--- config.mk ---
export PLATFORM = sky130hd
export DESIGN_NAME = rlp_step
export DESIGN_NICKNAME = d
export VERILOG_FILES = /design/src/rtl/rlp_pkg.sv /design/src/rtl/rlp_step.sv
export SDC_FILE = /design/constraint.sdc
export NUM_CORES = 1
export LEC_CHECK = 0
export ABC_AREA = 1
export CORE_AREA = 2 2 39 41
export DETAILED_ROUTE_END_ITERATION = 6
export DIE_AREA = 0 0 41 43
export PLACE_DENSITY = 0.51
export SLEW_MARGIN = 10
export SYNTH_ARGS = -nofsm -noshare
export SYNTH_HDL_FRONTEND = slang
export SYNTH_SLANG_ARGS = --single-unit
--- constraint.sdc ---
create_clock -name vclk -period 1.2
set_clock_uncertainty 0.05 [all_clocks]
set_input_delay 0.24 -clock vclk [all_inputs]
set_output_delay 0.24 -clock vclk [all_outputs]
set_load 0.1 [all_outputs]
--- src/rtl/rlp_pkg.sv ---
package rlp_pkg;

  // Tracker state: idle, or value of the open run plus its length parity.
  typedef enum logic [2:0] {
    RL_IDLE   = 3'd0,
    RL_Z_ODD  = 3'd1,
    RL_Z_EVEN = 3'd2,
    RL_O_ODD  = 3'd3,
    RL_O_EVEN = 3'd4
  } rl_state_e;

  function automatic logic run_open(input rl_state_e s);
    return (s != RL_IDLE);
  endfunction

  function automatic logic run_value(input rl_state_e s);
    return (s == RL_O_ODD) || (s == RL_O_EVEN);
  endfunction

  function automatic logic run_is_odd(input rl_state_e s);
    return (s == RL_Z_ODD) || (s == RL_O_ODD);
  endfunction

  function automatic rl_state_e make_state(input logic val, input logic odd);
    rl_state_e r;
    case ({val, odd})
      2'b01:   r = RL_Z_ODD;
      2'b00:   r = RL_Z_EVEN;
      2'b11:   r = RL_O_ODD;
      default: r = RL_O_EVEN;
    endcase
    return r;
  endfunction

endpackage

--- src/rtl/rlp_step.sv ---
// Next-state logic of the run tracker and description of the run that closes.
module rlp_step
  import rlp_pkg::*;
(
  input  rl_state_e cur_state,
  input  logic      take,
  input  logic      bit_in,
  output rl_state_e nxt_state,
  output logic      run_closed,
  output logic      closed_val,
  output logic      closed_odd
);

  logic same_run;

  always_comb begin
    same_run   = run_open(cur_state) && (run_value(cur_state) == bit_in);
    closed_val = run_value(cur_state);
    closed_odd = run_is_odd(cur_state);
    run_closed = take && run_open(cur_state) && !same_run;
    nxt_state  = cur_state;
    if (take) begin
      if (same_run) begin
        nxt_state = make_state(bit_in, !run_is_odd(cur_state));
      end else begin
        nxt_state = make_state(bit_in, 1'b1);
      end
    end
  end

endmodule

==> flow_summary.toml <==
[floorplanning]
die_h_um = 43
io_pins = 11
die_w_um = 41
core_um2 = 1384
die_area_um2 = 1763
fp-row-count = 14
start_util = 0.1546

[timing]
slew_viol_final = 0
hold_viol = 0
worst_slew_pin_slew_ns = 0.2550
fin_tns_setup_ns = -1.590
period_needed_ns = 1.560
period_share = 1.300
finalWorstSetupSlack_ns = -0.3599
slew_headroom = 0.8294
rsz0062_at_grt = "yes"
max_freq_mhz = 641.1
setup_violations = 5

[synthesis]
syn_inst = 39
synth_most_common_cell = "nand2_1"
synth_seq_area_share = 0
netlist_area_um2 = 214.0
yosysWarnings = 0
synth_top_cells_by_count = "9 x nand2_1, 7 x inv_1, 7 x nand3_1"
yosys.area.top_type = "ha_1"
syn_nets = 47
postSynthAreaPerCell_um2 = 5.486
yosys-top-cells-area = "ha_1 18%, nand3_1 16%, nand2_1 16%, inv_1 12%, nand2_2 8.8%"
synth.distinct_cells = 12
netlist.area_leader.share = 0.1754

[grt]
use_met3 = 0
grtUsageMet2 = 0.1906
globalRoute.busiestLayer = "met2"
grt_pass1_vias = 336
grt_pass1_wl_um = 1414
grt_max_degree = 6
grt_usage = 0.1109
grtUsageMet1 = 0.1582
grt-ovfl-total = 0
antenna_found_initial = 0

[final_layout]
drive_above_1_share = 0.8030
area_delta_synth_final_pct = 235.1
nClkBuffers = 0
final_nets = 76
finish.utilization = 0.5181
ff_latch_area_um2 = 0
antenna_cells = 0
numSequentialCells = 0

[worst_setup_path]
startpoint_type = "input pin"
crit_fanout = 3
crit_path_top_delay_cell = "buf_12"
worst_ep_arrival_time_ns = 1.27
path_buf_inv = 4
end_kind = "output port"
max_stage_delay_ns = 0.15
critPathKind = "in -> out"
worstPathRequired_ns = 0.91
cp_common_cell = "nand2_4"
critPathTopFamily = "simple AND/OR/NAND/NOR gates"
path_cells = "buf_8, buf_6, nor2_4, nand2_4, nand2_8, nand2_4, nand2_4, nand3_2, nand2_2, inv_2, buf_12"

[power_and_ir_drop]
ir_drop_uv = 325.2
p_leak_nw = 0.3279
powerDensity_nw_per_um2 = 555.6
intPower_mw = 0.1636
comb_power_share = 1.000
p_sw_mw = 0.2347
switching_share = 0.5892
pwr-share-clk = 0
seqPwrFrac = 0

[route]
dr.pass1.iters = 3
via_count = 336
first_iter_violations = 1
post_drt_wl_per_cell_um = 10.04
antenna_left = 0
viasPerCell = 4.098
drt-total-wl_um = 823
drc = 0

[worst_hold_path]
hold_start = "cur_state[2]"
holdPathEnd = "closed_odd"
hold_class = "in -> out"
holdPathStages = 4

[run]
drv_cap = 0

[placement]
gp_congestion = 0.8104
dp_hpwl_um = 624.4
portBuffers = 11

[run_status]
outcome = "finished, violations left"
violations = "negative setup slack"
[cell usage in the layout, fill, tap and decap left out]
master / count
inv_1: 1
nand3_1: 2
nor2_2: 1
nand2_2: 2
nor3_4: 1
nand3_2: 2
nand2_8: 2
nand2_4: 3
o21ai_4: 1
buf_4: 12
o21bai_1: 2
dlygate4sd2_1: 1
ha_4: 2
inv_4: 1
nor2_4: 2
buf_8: 2
nand3_4: 4
nand2_1: 5
nor2_1: 1
ha_1: 1
buf_6: 4
buf_2: 2
a21oi_4: 1
inv_2: 5
buf_12: 6
[layer usage]
layer,wire (um),up-vias,share of wire
met5,0,-,0
met4,0,0,0
met3,11,0,0.013
met2,465,4,0.57
met1,345,152,0.42
li1,-,180,-
[timing repair]
| item | CTS | global route |
|---|---|---|
| endpoints found under the setup margin | 6 | 5 |
| resized for setup | 43 | 7 |
| pin swaps | 14 | 7 |
| hold buffers | 0 | 0 |
| buffers inserted | 2 | 1 |
[stage by stage]
step,setup slack [ns],hold WS [ns],area (um^2),total power [mW],std cells
detailed placement,-0.8753,1.266,586.8,0.3433,80
CTS,-0.3565,0.8603,668.1,0.3747,81
floorplan,-0.7903,0.5319,291.5,0.1981,39
finish,-0.3599,0.8580,716.9,0.3984,82
global route,-0.4267,0.8738,716.9,0.4180,82
global placement,-0.8705,1.257,586.8,0.3425,80
[power groups by stage]
stage	registers [mW]	logic [mW]	clock network [mW]
floorplan	0	0.198	0
global placement	0	0.343	0
detailed placement	0	0.343	0
CTS	0	0.375	0
global route	0	0.418	0
finish	0	0.398	0
[kinds of logic (layout without fill, tap and decap cells)]
logic type / Yosys count / after routing / synth area share
buf+inv: 7 / 34 / 0.1228
fa+ha+maj: 3 / 3 / 0.1755
simple gates: 25 / 25 / 0.5848
compound gates: 4 / 4 / 0.1169
[cell type report]
cell class,instances,area (um^2)
Fill cell,137,666.9
Inverter,7,28.78
Multi-Input combinational cell,32,364.1
Tap cell,16,20.02
Timing Repair Buffer,27,304.0
[worst max path at each step]
stage	from	endpoint	slack (ns)	depth (start not counted)
5_1_grt	cur_state[2]	nxt_state[1]	-0.43	9
2_1_floorplan	cur_state[0]	nxt_state[0]	-0.79	8
3_5_place_dp	cur_state[0]	nxt_state[1]	-0.88	10
3_3_place_gp	cur_state[0]	nxt_state[1]	-0.87	10
4_1_cts	cur_state[2]	nxt_state[1]	-0.36	9
6_report	cur_state[0]	nxt_state[0]	-0.36	11
[worst min-delay path: stages]
cell    delay [ns]
buf_8         0.09
nor2_4        0.04
buf_4         0.14
buf_12        0.16
Power figures use the tool's default switching activity.
